### config.mk
export PLATFORM = sky130hd
export DESIGN_NAME = rxdma_engine
export DESIGN_NICKNAME = d
export VERILOG_FILES = /design/src/rtl/rxdma_pkg.sv /design/src/rtl/rxdma_flow_table.sv /design/src/rtl/rxdma_src_mux.sv /design/src/rtl/rxdma_ctrl.sv /design/src/rtl/rxdma_engine.sv
export SDC_FILE = /design/constraint.sdc
export NUM_CORES = 1
export LEC_CHECK = 0
export ABC_AREA = 0
export BUFFER_PORTS_ARGS = -buffer_cell sky130_fd_sc_hd__buf_4
export CAP_MARGIN = 20
export CORE_MARGIN = 3
export CORE_UTILIZATION = 32
export CTS_BUF_LIST = sky130_fd_sc_hd__clkbuf_4 sky130_fd_sc_hd__clkbuf_8
export DETAILED_ROUTE_END_ITERATION = 12
export GPL_ROUTABILITY_DRIVEN = 1
export GPL_TIMING_DRIVEN = 0
export PLACE_DENSITY = 0.59
export SYNTH_ARGS = -nofsm -noshare
export SYNTH_HDL_FRONTEND = slang
export SYNTH_SLANG_ARGS = --single-unit
### constraint.sdc
create_clock -name clk -period 3.2 [get_ports clk]
set_input_delay 0.32 -clock clk [delete_from_list [all_inputs] [get_ports clk]]
set_output_delay 0.32 -clock clk [all_outputs]
set_load 0.005 [all_outputs]
### src/rtl/rxdma_pkg.sv
package rxdma_pkg;
  typedef enum logic [2:0] {
    ST_IDLE,
    ST_POP,
    ST_DATA,
    ST_HDR,
    ST_PUSH
  } rx_state_e;
endpackage

### src/rtl/rxdma_flow_table.sv
module rxdma_flow_table #(
  parameter int NUM_FLOWS = 8,
  parameter int QNUM_W    = 10,
  localparam int FLOW_W   = $clog2(NUM_FLOWS)
) (
  input  logic              clk,
  input  logic              rst_n,
  input  logic              cfg_we,
  input  logic [FLOW_W-1:0] cfg_flow,
  input  logic [QNUM_W-1:0] cfg_free_q,
  input  logic [QNUM_W-1:0] cfg_dest_q,
  input  logic [FLOW_W-1:0] rd_flow,
  output logic [QNUM_W-1:0] rd_free_q,
  output logic [QNUM_W-1:0] rd_dest_q
);
  logic [QNUM_W-1:0] free_tab [NUM_FLOWS];
  logic [QNUM_W-1:0] dest_tab [NUM_FLOWS];

  for (genvar g = 0; g < NUM_FLOWS; g++) begin : g_entry
    wire entry_wr = cfg_we && (cfg_flow == FLOW_W'(g));
    always_ff @(posedge clk) begin
      if (!rst_n) begin
        free_tab[g] <= '0;
        dest_tab[g] <= '0;
      end else if (entry_wr) begin
        free_tab[g] <= cfg_free_q;
        dest_tab[g] <= cfg_dest_q;
      end
    end
  end

  assign rd_free_q = free_tab[rd_flow];
  assign rd_dest_q = dest_tab[rd_flow];

  AST_CFG_WRITE: assert property (@(posedge clk) disable iff (!rst_n)
    cfg_we && (cfg_flow == rd_flow) |=>
      (rd_flow != $past(rd_flow)) || (rd_free_q == $past(cfg_free_q) && rd_dest_q == $past(cfg_dest_q)));
endmodule

### src/rtl/rxdma_src_mux.sv
module rxdma_src_mux #(
  parameter int DATA_W = 32,
  parameter int FLOW_W = 3
) (
  input  logic              clk,
  input  logic              rst_n,
  input  logic              loop_en,
  input  logic              rx_valid,
  output logic              rx_ready,
  input  logic [DATA_W-1:0] rx_data,
  input  logic              rx_last,
  input  logic [FLOW_W-1:0] rx_flow,
  input  logic              tx_valid,
  output logic              tx_ready,
  input  logic [DATA_W-1:0] tx_data,
  input  logic              tx_last,
  input  logic [FLOW_W-1:0] tx_flow,
  input  logic              eng_ready,
  output logic              in_valid,
  output logic [DATA_W-1:0] in_data,
  output logic              in_last,
  output logic [FLOW_W-1:0] in_flow
);
  always_comb begin
    if (loop_en) begin
      in_valid = tx_valid;
      in_data  = tx_data;
      in_last  = tx_last;
      in_flow  = tx_flow;
    end else begin
      in_valid = rx_valid;
      in_data  = rx_data;
      in_last  = rx_last;
      in_flow  = rx_flow;
    end
  end

  assign rx_ready = eng_ready && !loop_en;
  assign tx_ready = eng_ready && loop_en;

  AST_LOOP_ISOLATE: assert property (@(posedge clk) disable iff (!rst_n)
    !(rx_ready && tx_ready));
endmodule

### src/rtl/rxdma_ctrl.sv
module rxdma_ctrl
  import rxdma_pkg::*;
#(
  parameter int DATA_W    = 32,
  parameter int ADDR_W    = 16,
  parameter int QNUM_W    = 10,
  parameter int FLOW_W    = 3,
  parameter int BUF_WORDS = 4,
  localparam int LEN_W    = $clog2(BUF_WORDS + 1)
) (
  input  logic              clk,
  input  logic              rst_n,
  input  logic              in_valid,
  input  logic [DATA_W-1:0] in_data,
  input  logic              in_last,
  input  logic [FLOW_W-1:0] in_flow,
  output logic              in_ready,
  output logic [FLOW_W-1:0] cur_flow,
  input  logic [QNUM_W-1:0] free_q,
  input  logic [QNUM_W-1:0] dest_q,
  output logic              pop_req,
  output logic [QNUM_W-1:0] pop_qnum,
  input  logic              pop_valid,
  input  logic [ADDR_W-1:0] pop_desc,
  output logic              push_req,
  output logic [QNUM_W-1:0] push_qnum,
  output logic [ADDR_W-1:0] push_desc,
  input  logic              push_ready,
  output logic              mem_we,
  output logic [ADDR_W-1:0] mem_addr,
  output logic [DATA_W-1:0] mem_wdata
);
  localparam logic [LEN_W-1:0] CAP = LEN_W'(BUF_WORDS);

  function automatic logic [ADDR_W-1:0] buf_addr(input logic [ADDR_W-1:0] base,
                                                 input logic [LEN_W-1:0]  idx);
    return base + ADDR_W'(idx) + ADDR_W'(1);
  endfunction

  function automatic logic [DATA_W-1:0] hdr_word(input logic err, input logic [LEN_W-1:0] len);
    logic [DATA_W-1:0] w;
    w = '0;
    w[DATA_W-1] = err;
    w[LEN_W-1:0] = len;
    return w;
  endfunction

  rx_state_e         st_q;
  logic [FLOW_W-1:0] flow_q;
  logic [ADDR_W-1:0] desc_q;
  logic [LEN_W-1:0]  cnt_q;
  logic              err_q;

  // named internal events
  wire room     = cnt_q < CAP;
  wire beat_acc = in_valid && in_ready;
  wire data_we  = beat_acc && room;
  wire hdr_we   = (st_q == ST_HDR);
  wire pop_fire = pop_req && pop_valid;
  wire push_fire = push_req && push_ready;

  assign in_ready  = (st_q == ST_DATA);
  assign cur_flow  = flow_q;
  assign pop_req   = (st_q == ST_POP);
  assign pop_qnum  = free_q;
  assign push_req  = (st_q == ST_PUSH);
  assign push_qnum = dest_q;
  assign push_desc = desc_q;
  assign mem_we    = data_we || hdr_we;
  assign mem_addr  = hdr_we ? desc_q : buf_addr(desc_q, cnt_q);
  assign mem_wdata = hdr_we ? hdr_word(err_q, cnt_q) : in_data;

  always_ff @(posedge clk) begin
    if (!rst_n) begin
      st_q   <= ST_IDLE;
      flow_q <= '0;
      desc_q <= '0;
      cnt_q  <= '0;
      err_q  <= 1'b0;
    end else begin
      unique case (st_q)
        ST_IDLE: if (in_valid) begin
          flow_q <= in_flow;
          st_q   <= ST_POP;
        end
        ST_POP: if (pop_fire) begin
          desc_q <= pop_desc;
          cnt_q  <= '0;
          err_q  <= 1'b0;
          st_q   <= ST_DATA;
        end
        ST_DATA: if (beat_acc) begin
          if (room) cnt_q <= cnt_q + LEN_W'(1);
          else      err_q <= 1'b1;
          if (in_last) st_q <= ST_HDR;
        end
        ST_HDR: st_q <= ST_PUSH;
        ST_PUSH: if (push_fire) st_q <= ST_IDLE;
        default: st_q <= ST_IDLE;
      endcase
    end
  end

  AST_POP_WAIT: assert property (@(posedge clk) disable iff (!rst_n)
    pop_req && !pop_valid |=> pop_req && $stable(pop_qnum));
  AST_STALL_QUIET: assert property (@(posedge clk) disable iff (!rst_n)
    pop_req |-> !mem_we && !in_ready);
  AST_BEAT_ORDER: assert property (@(posedge clk) disable iff (!rst_n)
    data_we |=> !data_we || mem_addr == $past(mem_addr) + ADDR_W'(1));
  AST_HDR_AFTER_LAST: assert property (@(posedge clk) disable iff (!rst_n)
    beat_acc && in_last |=> hdr_we && mem_we && mem_addr == desc_q);
  AST_PUSH_AFTER_HDR: assert property (@(posedge clk) disable iff (!rst_n)
    hdr_we |=> push_req && push_desc == $past(mem_addr));
  AST_PUSH_HOLD: assert property (@(posedge clk) disable iff (!rst_n)
    push_req && !push_ready |=> push_req && $stable(push_desc) && $stable(push_qnum));
  AST_TRUNC_FULL: assert property (@(posedge clk) disable iff (!rst_n)
    hdr_we && mem_wdata[DATA_W-1] |-> mem_wdata[LEN_W-1:0] == CAP);
  AST_ONE_POP: assert property (@(posedge clk) disable iff (!rst_n)
    pop_fire |=> !pop_req && !push_req);
  AST_ONE_PUSH: assert property (@(posedge clk) disable iff (!rst_n)
    push_fire |=> !push_req && !pop_req);
endmodule

### src/rtl/rxdma_engine.sv
module rxdma_engine #(
  parameter int NUM_FLOWS = 8,
  parameter int QNUM_W    = 10,
  parameter int ADDR_W    = 16,
  parameter int DATA_W    = 32,
  parameter int BUF_WORDS = 4,
  localparam int FLOW_W   = $clog2(NUM_FLOWS)
) (
  input  logic              clk,
  input  logic              rst_n,
  input  logic              cfg_we,
  input  logic [FLOW_W-1:0] cfg_flow,
  input  logic [QNUM_W-1:0] cfg_free_q,
  input  logic [QNUM_W-1:0] cfg_dest_q,
  input  logic              loop_en,
  input  logic              rx_valid,
  output logic              rx_ready,
  input  logic [DATA_W-1:0] rx_data,
  input  logic              rx_last,
  input  logic [FLOW_W-1:0] rx_flow,
  input  logic              tx_valid,
  output logic              tx_ready,
  input  logic [DATA_W-1:0] tx_data,
  input  logic              tx_last,
  input  logic [FLOW_W-1:0] tx_flow,
  output logic              pop_req,
  output logic [QNUM_W-1:0] pop_qnum,
  input  logic              pop_valid,
  input  logic [ADDR_W-1:0] pop_desc,
  output logic              push_req,
  output logic [QNUM_W-1:0] push_qnum,
  output logic [ADDR_W-1:0] push_desc,
  input  logic              push_ready,
  output logic              mem_we,
  output logic [ADDR_W-1:0] mem_addr,
  output logic [DATA_W-1:0] mem_wdata
);
  logic              in_valid, in_last, eng_ready;
  logic [DATA_W-1:0] in_data;
  logic [FLOW_W-1:0] in_flow, cur_flow;
  logic [QNUM_W-1:0] free_q, dest_q;

  rxdma_src_mux #(.DATA_W(DATA_W), .FLOW_W(FLOW_W)) u_mux (
    .clk(clk), .rst_n(rst_n), .loop_en(loop_en),
    .rx_valid(rx_valid), .rx_ready(rx_ready), .rx_data(rx_data), .rx_last(rx_last), .rx_flow(rx_flow),
    .tx_valid(tx_valid), .tx_ready(tx_ready), .tx_data(tx_data), .tx_last(tx_last), .tx_flow(tx_flow),
    .eng_ready(eng_ready),
    .in_valid(in_valid), .in_data(in_data), .in_last(in_last), .in_flow(in_flow)
  );

  rxdma_flow_table #(.NUM_FLOWS(NUM_FLOWS), .QNUM_W(QNUM_W)) u_tab (
    .clk(clk), .rst_n(rst_n), .cfg_we(cfg_we), .cfg_flow(cfg_flow),
    .cfg_free_q(cfg_free_q), .cfg_dest_q(cfg_dest_q),
    .rd_flow(cur_flow), .rd_free_q(free_q), .rd_dest_q(dest_q)
  );

  rxdma_ctrl #(.DATA_W(DATA_W), .ADDR_W(ADDR_W), .QNUM_W(QNUM_W), .FLOW_W(FLOW_W),
               .BUF_WORDS(BUF_WORDS)) u_ctrl (
    .clk(clk), .rst_n(rst_n),
    .in_valid(in_valid), .in_data(in_data), .in_last(in_last), .in_flow(in_flow),
    .in_ready(eng_ready), .cur_flow(cur_flow), .free_q(free_q), .dest_q(dest_q),
    .pop_req(pop_req), .pop_qnum(pop_qnum), .pop_valid(pop_valid), .pop_desc(pop_desc),
    .push_req(push_req), .push_qnum(push_qnum), .push_desc(push_desc), .push_ready(push_ready),
    .mem_we(mem_we), .mem_addr(mem_addr), .mem_wdata(mem_wdata)
  );

  AST_RESET_QUIET: assert property (@(posedge clk)
    !rst_n |=> !pop_req && !push_req && !mem_we && !rx_ready && !tx_ready);
endmodule

After elaboration in Yosys (flattened, before gate mapping)
Memory sizes are Yosys's and may differ from the RTL's. A register that Yosys moved wholly into a read port is not among the register bits.
Index checks and enable logic that the tools add are counted.

operators by class
  add/sub/neg operators = 3
  $lt $le $gt $ge = 1
  equality and inequality tests = 18
  muxes and demuxes = 65
  bitwise operators = 16
  reductions and logical operators = 24

operator list
  cell                     count
  $mux W10                 16
  $mux W32                 2
  $mux W3                  13
  $mux W1                  30
  $add A16 B1 Y16 const B  1
  $add A16 B3 Y16          1
  $mux W16                 1
  $or A1 B1 Y1             16
  $eq A3 B3 Y1 const B     5
  $pmux W3 S5              1
  $logic_and A1 B1 Y1      14
  $eq A3 B2 Y1 const B     4
  $ne A2 B2 Y1 const B     6
  $reduce_and A4 Y1        2
  $eq A3 B1 Y1 const B     2
  $logic_not A3 Y1         2
  $pmux W3 S2              1
  $reduce_and A5 Y1        1
  $reduce_and A2 Y1        2
  $add A3 B1 Y3 const B    1
  $lt A3 B3 Y1 const B     1
  $ne A2 B1 Y1 const B     1
  $pmux W1 S2              1
  $reduce_bool A2 Y1       1
  2 further kinds          2

word-level totals
  flip-flop bits (word level) = 26
  memory bits (writable) = 160
  input bits = 119
  output and inout bits = 89
  logic and storage cells = 134
  memories kept = 2

memories
  memory          words  width  read ports  clocked after Yosys merged registers in  wr ports  RTL line                source
  u_tab.dest_tab  8      10     1           1                                        8         rxdma_flow_table.sv:17  logic [QNUM_W-1:0] dest_tab [NUM_FLOWS];
  u_tab.free_tab  8      10     1           1                                        8         rxdma_flow_table.sv:16  logic [QNUM_W-1:0] free_tab [NUM_FLOWS];

Logic depth before layout (Yosys ltp)
Gate-level depths: netlist of run 1.

  word-level depth = 6
  mapped depth = 8
  depth with buffers taken out = 8

By module
A second synthesis of run 1 with hierarchy kept.

unflattened totals
  cells, all modules = 748
  area total of the unflattened synthesis = 9663.0 um2

by module, submodules not included
  module            instances  cells each  area an instance (um2)  seq. area each (um2)
  rxdma_flow_table  1          464         7259.5                  4804.6
  rxdma_ctrl        1          241         1906.8                  520.5
  rxdma_src_mux     1          43          496.7                   0.0

Worst setup path before layout of run 1
Ideal clock, no wire load.

  kind = input-to-reg
  start point = input cfg_flow[1]
  end point = memory u_tab.dest_tab[0][0] (enable)
  setup time = 428 ps
  arrival = 2050 ps
  data required time = 2772 ps
  setup slack = 721 ps
  stages = 2
  buffers on the path = 0
  cells stage by stage = nand2b_1 o31ai_1

RTL lines
  what             RTL line                source
  start, declared  rxdma_engine.sv:12      input logic [FLOW_W-1:0] cfg_flow,
  end, declared    rxdma_flow_table.sv:17

==> impl_results.md, run 1 <==
- Fmax: 373 MHz
- Drt pass-1 iters: 4
- Top cells by area, synth: edfxtp_1, and2_1, mux4_1, dfxtp_1, mux2i_1
- Total of max-cap violations: 0
- Startpoint types: flop
- DIE WIDTH: roughly 180 um
- Critical Path RT: roughly 2.9 ns
- Vias/cell: 4.75
- Syn Nets: between 800 and 900
- Number of DRC markers in iteration 0: 360
- CTS tree: built
- Yosys top cell by area: edfxtp_1
- Worst-path clk slew: ~0.11 ns
- Vias: 6,307
- Pre-CTS setup slack: approximately 0.91 ns
- Number of flops mapped to enable cells by yosys: 160
- Max-slew headroom: 37.7%
- DRT Wirelength: approximately 27,000 um
- Synth cell types: between 40 and 50
- Deepest clock path buffer count: 2
- Detail Route Antenna Nets: 0
- DR DRC count: 0
- Slew @ Worst Pin: 0.934 ns
- CTS resizes: 0
- Die area: approximately 0.031 mm^2
- Final layout net count: 1,052
- Row cnt: 62
- CTS H-tree lvls: 4
- Worst clock skew: 0.0102 ns
- Synth Area per Inst: 13.5 um^2
- Final period util: 83.7%
- PD cells: ~460 mW/mm^2
- Worst Hold Slack: between 0.1 and 0.15 ns
- Crit path DAT: 2.36 ns
- Synth Flop Type: edfxtp_1
- FF+latch count, synth: 189
- Largest fanout on the critical path: 10
- HP Class: input pin to flop
- Outcome: completed
- Num CTS Buffers: 17
- DP Wirelength: around 20,000 um
- Share of cells above drive strength 1: a little under a third
- Fin. max-slew vios: 0
- Worst vdd ir: approximately 0.21 mV
- I/O pin count: about 210
- GRT Total Usage: between 10% and 20%
- Final min period: about 2.7 ns
- Post-DR wirelength/cell: 20.7 um
- Vias in the first global route: between 6,000 and 7,000
- Core Region: 0.0288 mm^2
- Synthesized cell area: 0.00939 mm^2
- Reported leakage power: 4.79 nW
- Ys Warns: 0
- Die H: about 180 um
- Setup violators final: 0
- Post-synth ARST share: 0%
- Clk_lat worst skew: 0.46 ns
- Area grow syn2layout: 29.0%
- Setup ws final: 0.521 ns
- Initial antenna violation count: 4
- # Post-CTS Setup Buffers: 0
- Final hold viol count: 0
- Port bufs: 206
- Global-route wire length before repair: between 30,000 and 40,000 um
- Root buffer cell: clkbuf_8
- Seq/Total Area, Yosys: 57.3%
- Routability Congestion: 0.793
- Hold_buf cts: 0
- Yosys top cell area share: between 50% and 60%
- RSZ-0062 raised after global routing: no
- FILL cells: 2,699
- Cells after Synth: 694
- Initial Util: approximately 33%
- Worst Setup Path Type: flop to output port
- Crit. End Element: output port
- Gr ovfl total: 0
- Largest net degree at the start of global routing: 20
- Clk sinks: 189
[logic make-up after synthesis]
| family | count (synthesis) | share of synthesized area, % |
|---|---|---|
| DFF | 189 | 57.3 |
| and+or+nand+nor | 295 | 17.5 |
| muxes | 97 | 17.3 |
| adders and majority gates | 5 | 0.746 |
| xor gates and xnor gates | 14 | 1.31 |
| buffers and inverters | 49 | 2.57 |
| AOI/OAI and AO/OA | 45 | 3.18 |
[placed cells by master (no fill, tap or decap), types with 10 or more instances in the layout]
master    Yosys  layout
mux2_2       20      20
nand3_1      11      11
and2_1      160     160
edfxtp_1    160     160
clkbuf_1     31      31
nor2_1       40      40
buf_4         0     206
clkbuf_8      0      17
xnor2_1      13      13
mux4_1       34      34
nand2_1      52      52
a21boi_0     17      17
dfxtp_1      29      29
mux2i_1      37      37
buf_2        10      10
[area by class of cell]
type	count	area, um^2	share of cell area (%)
Clock inverter	15	195	1.61
Sequential cell	189	5390	44.5
Timing Repair Buffer	215	1760	14.5
Antenna cell	2	5.00	0.0413
Inverter	3	11.3	0.0930
Buffer	46	230	1.90
Clock buffer	17	234	1.93
Tap cell	384	480	3.97
Multi-Input combinational cell	456	3810	31.5
[stage by stage]
stage	total power, W	instance area, um^2	std cells	util [%]	TNS (ns)
2_1_floorplan	0.00337	9390	694	-	0
3_3_place_gp	0.00389	11400	1284	39.7	-125.79
3_5_place_dp	0.00393	11700	1293	40.6	0
4_1_cts	0.00559	12100	1325	42.1	0
5_1_grt	0.00575	12100	1327	42.1	0
6_report	0.00554	12100	1327	42.1	0
[flip-flops by register name, indices dropped and copies added, names as in the netlist, named ones only]
name	count
u_ctrl.push_desc	16
u_ctrl.err_q	1
u_ctrl.st_q	3
u_ctrl.cur_flow	3
u_tab.dest_tab	80
u_tab.free_tab	80
u_ctrl.cnt_q	3
[critical path: stages, from the launching register on]
cell and delay, ns:
dfxtp_1 0.39, clkbuf_1 0.64, mux4_2 0.40, mux2_2 0.32, buf_4 0.16
[routing by layer]
layer | wire length (um) | global-route usage [%]
met1 | 10800 | 19.9
met2 | 14300 | 31.8
met3 | 1970 | 4.26
met4 | 434 | 5.30
met5 | 37 | 0
[synthesized netlist by cell type, types with 2 or more instances]
| cell | count |
|---|---|
| o21ai_0 | 14 |
| a21boi_0 | 17 |
| and4_1 | 2 |
| o211a_1 | 3 |
| edfxtp_1 | 160 |
| buf_6 | 3 |
| and2_1 | 160 |
| nand2_1 | 52 |
| xnor2_1 | 13 |
| buf_8 | 2 |
| nand4_1 | 4 |
| nor4b_1 | 2 |
| dfxtp_1 | 29 |
| inv_1 | 3 |
| nand2b_1 | 7 |
| o21a_1 | 2 |
| buf_2 | 10 |
| a21oi_1 | 5 |
| nor3b_1 | 2 |
| and3_1 | 2 |
| o31ai_1 | 2 |
| clkbuf_1 | 31 |
| nor4_2 | 2 |
| mux4_2 | 6 |
| mux2_2 | 20 |
| nor2_1 | 40 |
| nand3_1 | 11 |
| nor3_1 | 2 |
| mux2i_1 | 37 |
| nand3b_1 | 3 |
| ha_1 | 4 |
| mux4_1 | 34 |
[power breakdown]
part	switching [W]	internal, W	total [W]
sequential	0.0000495	0.00282	0.00287
combinational	0.000450	0.000534	0.000984
clock	0.000943	0.000740	0.00168
total	0.00144	0.00409	0.00554
[worst paths after layout]
path | start | end | slack (ns) | cells past startpoint
setup / recovery | flop | push_qnum[7] | 0.52 | 4
hold / removal | pop_desc[15] | u_ctrl.push_desc[15]$_SDFFE_PN0P_ | 0.10 | 3
setup reg to reg | u_ctrl.st_q[0]$_SDFFE_PN0P_ | u_ctrl.push_desc[0]$_SDFFE_PN0P_ | 1.51 | 6
hold reg to reg | u_ctrl.err_q$_SDFFE_PN0P_ | u_ctrl.err_q$_SDFFE_PN0P_ | 0.49 | 2
No activity file was read; power rests on OpenSTA's default activity.
==> run 2, diff against run 1 <==
- PLACE_DENSITY: 0.59 -> 0.61
- clock period: 3.2 -> 2.3 ns (I/O delays scaled with it)
==> run 2 against run 1 <==
The flow now finishes with violations (setup timing). Register-to-register slack got worse by 0.83 ns. Clock power increased by 37%. Worst hold slack got worse by 0.047 ns. Power increased by 43%. Global-route usage increased by 0.89 points. Wire length increased by 4.5%. First-iteration DRC count increased by 28%. Sequential power increased by 40%. Combinational power increased by 63%. Sequential share of layout area decreased by 1.3 points. Via count increased by 2.7%. Core utilization increased by 1.5 points.
==> impl_results.md, run 2 (same netlist as run 1, synthesis figures left out) <==
- Row cnt: 62 (unchanged)
- Die H: 177 um (unchanged)
- Slew @ Worst Pin: 0.955 ns (+0.0213 ns)
- Post-DR wirelength/cell: 21.3 um (+2.8%)
- CP max stage delay: 0.38 ns (-0.26 ns)
- CTS H-tree lvls: 4 (unchanged)
- Port bufs: 206 (unchanged)
- FILL cells: 2,673 (-0.96%)
- Core Region: 0.0288 mm^2 (unchanged)
- Largest net degree at the start of global routing: 23 (+15%)
- DR DRC count: 0 (unchanged)
- WP buf/inv: 3 (+1)
- Reg2reg setup slack: 0.68 ns (-0.83 ns)
- Max-slew headroom: 36.3% (-1.4 points)
- GRT Total Usage: 18.2% (+0.89 points)
- Final period util: 102%
- Crit-path slowest cell: dfxtp_4
- Sw Pwr: 0.00220 W (+53%)
- Crit. End Element: output port
- Total of max-cap violations: 0 (unchanged)
- Startpoint types: flop
- Gr ovfl total: 0 (unchanged)
- Clk_lat worst skew: 0.47 ns (about the same)
- Worst Setup Path Type: flop to output port
- Area after DPL: 0.0116 mm^2 (-0.49%)
- Worst Hold Slack: 0.0548 ns (-0.0469 ns)
- Vias: 6,477 (+2.7%)
- Outcome: complete, but fails checks
- RSZ-0062 raised after global routing: yes
- Reported leakage power: 4.90 nW (+2.3%)
- DP Wirelength: 20,100 um (-1.5%)
- Worst-path clk slew: 0.13 ns (+0.02 ns)
- Final instance area: 0.0125 mm^2 (+3.5%)
- Final layout net count: 1,076 (+2.3%)
- Die area: 0.0314 mm^2 (unchanged)
- Vias/cell: 4.80 (+0.95%)
- Drt pass-1 iters: 5 (+1)
- Routability Congestion: 0.790 (-0.43%)
- Violated checks: setup timing
- Register share of total power: 50.7% (-1.1 points)
- P_int: 0.00570 W (+39%)
- Crit path DAT: 2.11 ns (-0.25 ns)
- Share of cells above drive strength 1: 38.7% (+6.7 points)
- Clock power frac: 29.1% (-1.3 points)
- FF+latch area: 0.00541 mm^2 (+0.37%)
- Sw Ratio: 27.9% (+1.8 points)
- Largest fanout on the critical path: 3 (-7)
- Final hold viol count: 0 (unchanged)
- Vias in the first global route: 6,714 (+0.75%)
- Deepest clock path buffer count: 2 (unchanged)
- Setup ws final: -0.0411 ns (-0.562 ns)
- Initial Util: 32.6% (unchanged)
- Worst vdd ir: 0.278 mV (+31%)
- Critical Path, Cell by Cell: inv_4 -> ha_4 -> inv_2 -> fa_2 -> a21oi_4 -> nor2_2 -> nand4_1 -> xnor2_1 -> buf_4
- Critical Path RT: 2.07 ns (-0.81 ns)
- Setup violators final: 6 (+6)
- PD cells: 631 mW/mm^2 (+38%)
- Number of DRC markers in iteration 0: 461 (+28%)
- HP Class: input pin to flop
- Num CTS Buffers: 17 (unchanged)
- Worst clock skew: 0.00629 ns (-0.00388 ns)
- Global-route wire length before repair: 42,000 um (+5.3%)
- Detail Route Antenna Nets: 0 (unchanged)
- Hold path cells: 2 (-1)
- Commonest non-fill, non-tap cell in the layout: buf_4
- Crit-path leading delay family: adder cells
- DIE WIDTH: 177 um (unchanged)
- Crit path depth: 9 (+5)
- Gate power share: 20.2% (+2.4 points)
- Most frequent cells in the layout: buf_4, and2_1, edfxtp_1, nand2_1
- DRT Wirelength: 28,700 um (+4.5%)
- Area grow syn2layout: 33.5%
- CTS tree: built
- Final min period: 2.34 ns
- Multi-input gate area: 0.00386 mm^2 (+1.3%)
- R2R cell count: 6 (unchanged)
- Fmax: 427 MHz
- Fin. max-slew vios: 0 (unchanged)
- I/O pin count: 208 (unchanged)
- Root buffer cell: clkbuf_8
- Clk sinks: 189 (unchanged)
- Initial antenna violation count: 4 (unchanged)
run 2: path summary, 6_finish.rpt:
path	start	to
worst max register to register	u_ctrl.st_q[0]$_SDFFE_PN0P_	u_ctrl.push_desc[10]$_SDFFE_PN0P_
worst min register to register	u_ctrl.err_q$_SDFFE_PN0P_	u_ctrl.err_q$_SDFFE_PN0P_
worst max-delay path	u_ctrl.cnt_q[0]$_SDFFE_PN0P_	mem_addr[6]
worst min-delay path	cfg_free_q[1]	u_tab.free_tab[1][1]$_SDFFCE_PN0P_
run 2: routing by layer:
layer | vias to the layer above | GRT usage (%) | part of all wire (%)
li1 | 3024 | - | -
met4 | 6 | 5.89 | 2.3
met2 | 240 | 32.0 | 50
met3 | 34 | 4.94 | 8.2
met5 | - | 0 | 0.14
met1 | 3173 | 21.7 | 39
run 2: final cells by class:
type | instances | area share, %
Sequential cell | 189 | 43.1
Antenna cell | 1 | 0.0200
Timing Repair Buffer | 240 | 16.4
Buffer | 45 | 2.20
Multi-Input combinational cell | 456 | 30.8
Clock inverter | 15 | 1.59
Inverter | 3 | 0.110
Tap cell | 384 | 3.83
Clock buffer | 17 | 1.87
run 2: metrics by stage:
stage	setup slack [ns]	util (%)	cells	total power (W)	TNS, ns
finish	-0.0411	43.5	1350	0.00790	-0.117
global route	-0.124	43.5	1350	0.00824	-2.00
CTS	-0.124	43.4	1349	0.00796	-1.84
detailed placement	0.0113	40.4	1292	0.00546	0
global placement	-1.76	39.7	1284	0.00541	-229.67
floorplan	-0.00904	-	694	0.00470	-0.542
run 2: power groups by stage:
stage	Clock [W]	Combinational [W]	Sequential, W
3_5_place_dp	0	0.00139	0.00408
5_1_grt	0.00248	0.00172	0.00403
2_1_floorplan	0	0.000643	0.00405
4_1_cts	0.00235	0.00161	0.00401
6_report	0.00230	0.00160	0.00401
3_3_place_gp	0	0.00133	0.00408
run 2: worst register-to-register path, cell delays in order (launching register included):
cell and delay (ns):
dfxtp_1 0.36, buf_2 0.23, nand3b_4 0.12, nor2_2 0.30, buf_2 0.30, nand2_1 0.09
a21boi_0 0.16
run 2: what timing repair did:
| item | in CTS | in global routing |
|---|---|---|
| buffers inserted | 7 | 2 |
| hold buffers | 16 | 0 |
| pin swaps | 7 | 4 |
| gates cloned | 3 | 1 |
| gates resized for setup | 87 | 44 |
| setup endpoints to repair | 50 | 35 |
| hold endpoints to repair | 16 | 0 |
==> run 3, diff against run 2 <==
- CORE_UTILIZATION: 32 -> 39
- PLACE_DENSITY: 0.61 -> 0.7
- TNS_END_PERCENT: default -> 30
==> run 3 against run 2 <==
The run still ends with setup timing left. Wire length decreased by 7.0%. Design area decreased by 3.1%. Clock skew decreased by 0.0010 ns. Core utilization increased by 8.1 points. Sequential cell count unchanged.
==> impl_results.md, run 3 (same netlist as run 1, synthesis figures left out) <==
- CTS H-tree lvls: 4 (unchanged)
- Vias in the first global route: 6,586 (-1.9%)
- Cells after DPL: 1,227 (-5.0%)
- Fin util: 51.6% (+8.1 points)
- Share of cells above drive strength 1: 38.3% (-0.36 points)
- Routed met1 length: 10,000 um (-11%)
- Reported leakage power: 4.78 nW (-2.6%)
- Outcome: complete, but fails checks
- Commonest non-fill, non-tap cell in the layout: buf_4
- HP Class: input pin to flop
- Clk_lat worst skew: 0.44 ns (-0.03 ns)
- FILL cells: 2,062 (-23%)
- Vias/cell: 5.06 (+5.4%)
- Critical Path RT: 2.07 ns (about the same)
- Final Non-Filler Cells: 1,270 (-5.9%)
- Die H: 161 um (-9.1%)
- Port bufs: 206 (unchanged)
- Most frequent cells in the layout: buf_4, and2_1, edfxtp_1, nand2_1, mux4_2
- Max-slew headroom: 40.9% (+4.6 points)
- Initial antenna violation count: 5 (+1)
- Initial Util: 39.9% (+7.3 points)
- RSZ-0062 raised after global routing: yes
- Drt pass-1 iters: 5 (unchanged)
- Num CTS Buffers: 17 (unchanged)
- Post-DR wirelength/cell: 21.0 um (-1.1%)
- Final min period: 2.30 ns (-0.0408 ns)
- Worst clock skew: 0.00524 ns (-0.00105 ns)
- DIE WIDTH: 161 um (-9.1%)
- Multi-input gate area: 0.00381 mm^2 (-1.5%)
- CTS tree: built
- DR DRC count: 0 (unchanged)
- Setup ws final: -0.000235 ns (+0.0408 ns)
- Top layer reached by signal wires: met5
- Root buffer cell: clkbuf_8
- Deepest clock path buffer count: 2 (unchanged)
- Gr ovfl total: 0 (unchanged)
- Pre-CTS setup slack: 0.163 ns (+0.152 ns)
- Row cnt: 56 (-9.7%)
- Total of max-cap violations: 0 (unchanged)
- Crit. End Element: output port
- TNS Setup: -0.000235 ns (+0.117 ns)
- Worst Setup Path Type: flop to output port
- WP buf/inv: 3 (unchanged)
- Vias: 6,420 (-0.88%)
- Hold_buf cts: 0 (-16)
- Number of DRC markers in iteration 0: 578 (+25%)
- DP Wirelength: 19,200 um (-4.3%)
- Met2 wire length: 13,600 um (-5.4%)
- Final layout net count: 1,059 (-1.6%)
- Detail Route Antenna Nets: 0 (unchanged)
- DRT Wirelength: 26,700 um (-7.0%)
- PD cells: 614 mW/mm^2 (-2.6%)
- Crit-path leading delay family: multiplexers
- Core Region: 0.0235 mm^2 (-18%)
- Setup violators final: 1 (-5)
- Worst-path clk slew: 0.09 ns (-0.04 ns)
- Largest net degree at the start of global routing: 17 (-26%)
- Final period util: 100% (-1.8 points)
- Crit path DAT: 2.07 ns (-0.04 ns)
- Area grow syn2layout: 29.4%
- Worst Hold Slack: 0.0360 ns (-0.0188 ns)
- FF+latch area: 0.00539 mm^2 (-0.23%)
- Met3 wire len: 2240 um (-4.6%)
- Fin. max-slew vios: 0 (unchanged)
- GRT Total Usage: 20.3% (+2.1 points)
- Clk sinks: 189 (unchanged)
- CP max stage delay: 0.50 ns (+0.12 ns)
- Critical Path, Cell by Cell: buf_12 -> clkbuf_16 -> mux4_2 -> mux2_4 -> buf_6
- Startpoint types: flop
- Crit-path slowest cell: mux4_2
- Final hold viol count: 0 (unchanged)
- Global-route wire length before repair: 39,300 um (-6.5%)
- I/O pin count: 208 (unchanged)
- Slew @ Worst Pin: 0.887 ns (-0.0688 ns)
- Routability Congestion: 0.855 (+8.3%)
- Fmax: 435 MHz (+1.8%)
- Worst vdd ir: 0.313 mV (+13%)
- Violated checks: setup timing
- Die area: 0.0260 mm^2 (-17%)
- Largest fanout on the critical path: 8 (+5)
==> run 3: changes by cell type in the layout (fill, tap and decap cells not counted), moves of 3 or more <==
| cell | change |
|---|---|
| dfxtp_4 | -4 |
| buf_16 | +4 |
| clkinv_8 | -6 |
| inv_8 | -3 |
| buf_6 | -3 |
| clkinv_2 | +3 |
| buf_12 | -3 |
| clkinv_4 | +4 |
| dlygate4sd3_1 | -16 |
==> run 3: worst paths after layout <==
kind / start / endpoint / slack [ns] / cells after the start
min reg2reg: u_ctrl.err_q$_SDFFE_PN0P_ / u_ctrl.err_q$_SDFFE_PN0P_ / 0.49 / 2
min: pop_desc[12] / u_ctrl.push_desc[12]$_SDFFE_PN0P_ / 0.04 / 3
max reg2reg: u_ctrl.st_q[0]$_SDFFE_PN0P_ / u_ctrl.push_desc[2]$_SDFFE_PN0P_ / 0.75 / 6
max: flop / pop_qnum[8] / -0.0002 / 5
==> run 3: cell type report <==
class | instances | share of cell area (%)
repair buffers | 222 | 15.8
clock inverters | 14 | 0.773
plain buffers | 46 | 2.28
well taps | 319 | 3.29
diodes | 3 | 0.0618
clock buffers | 18 | 1.99
inverters | 3 | 0.0927
flip-flops and latches | 189 | 44.4
multi-input cells | 456 | 31.4
==> run 3: through the flow <==
stage               power (W)  cell area [um^2]
floorplan             0.00470              9400
global placement      0.00537             11300
detailed placement    0.00544             11600
CTS                   0.00745             12000
global route          0.00777             12100
finish                0.00746             12100
==> run 3: layer usage <==
layer / global-route usage [%] / vias to the layer above
met4: 8.33 / 4
met5: 0 / -
met1: 23.4 / 3099
li1: - / 2992
met3: 6.31 / 37
met2: 35.2 / 288
==> run 3: where the power goes <==
group | internal [W] | switching (W)
clock network | 0.000757 | 0.00114
registers | 0.00393 | 0.0000875
logic | 0.000893 | 0.000657
==> run 3: repair_timing <==
action / 4_1_cts / 5_1_grt
gates cloned: 2 / 2
gates resized for setup: 79 / 29
pin swaps: 6 / 2
setup endpoints to repair: 41 / 33
setup buffers: 3 / 1
==> run 3: worst register-to-register path: cells and delay by family (launching register included) <==
kind | cells | cell delay [ns]
compound gates | 1 | 0.14
buf+inv | 2 | 0.52
flops | 1 | 0.36
simple gates | 3 | 0.46
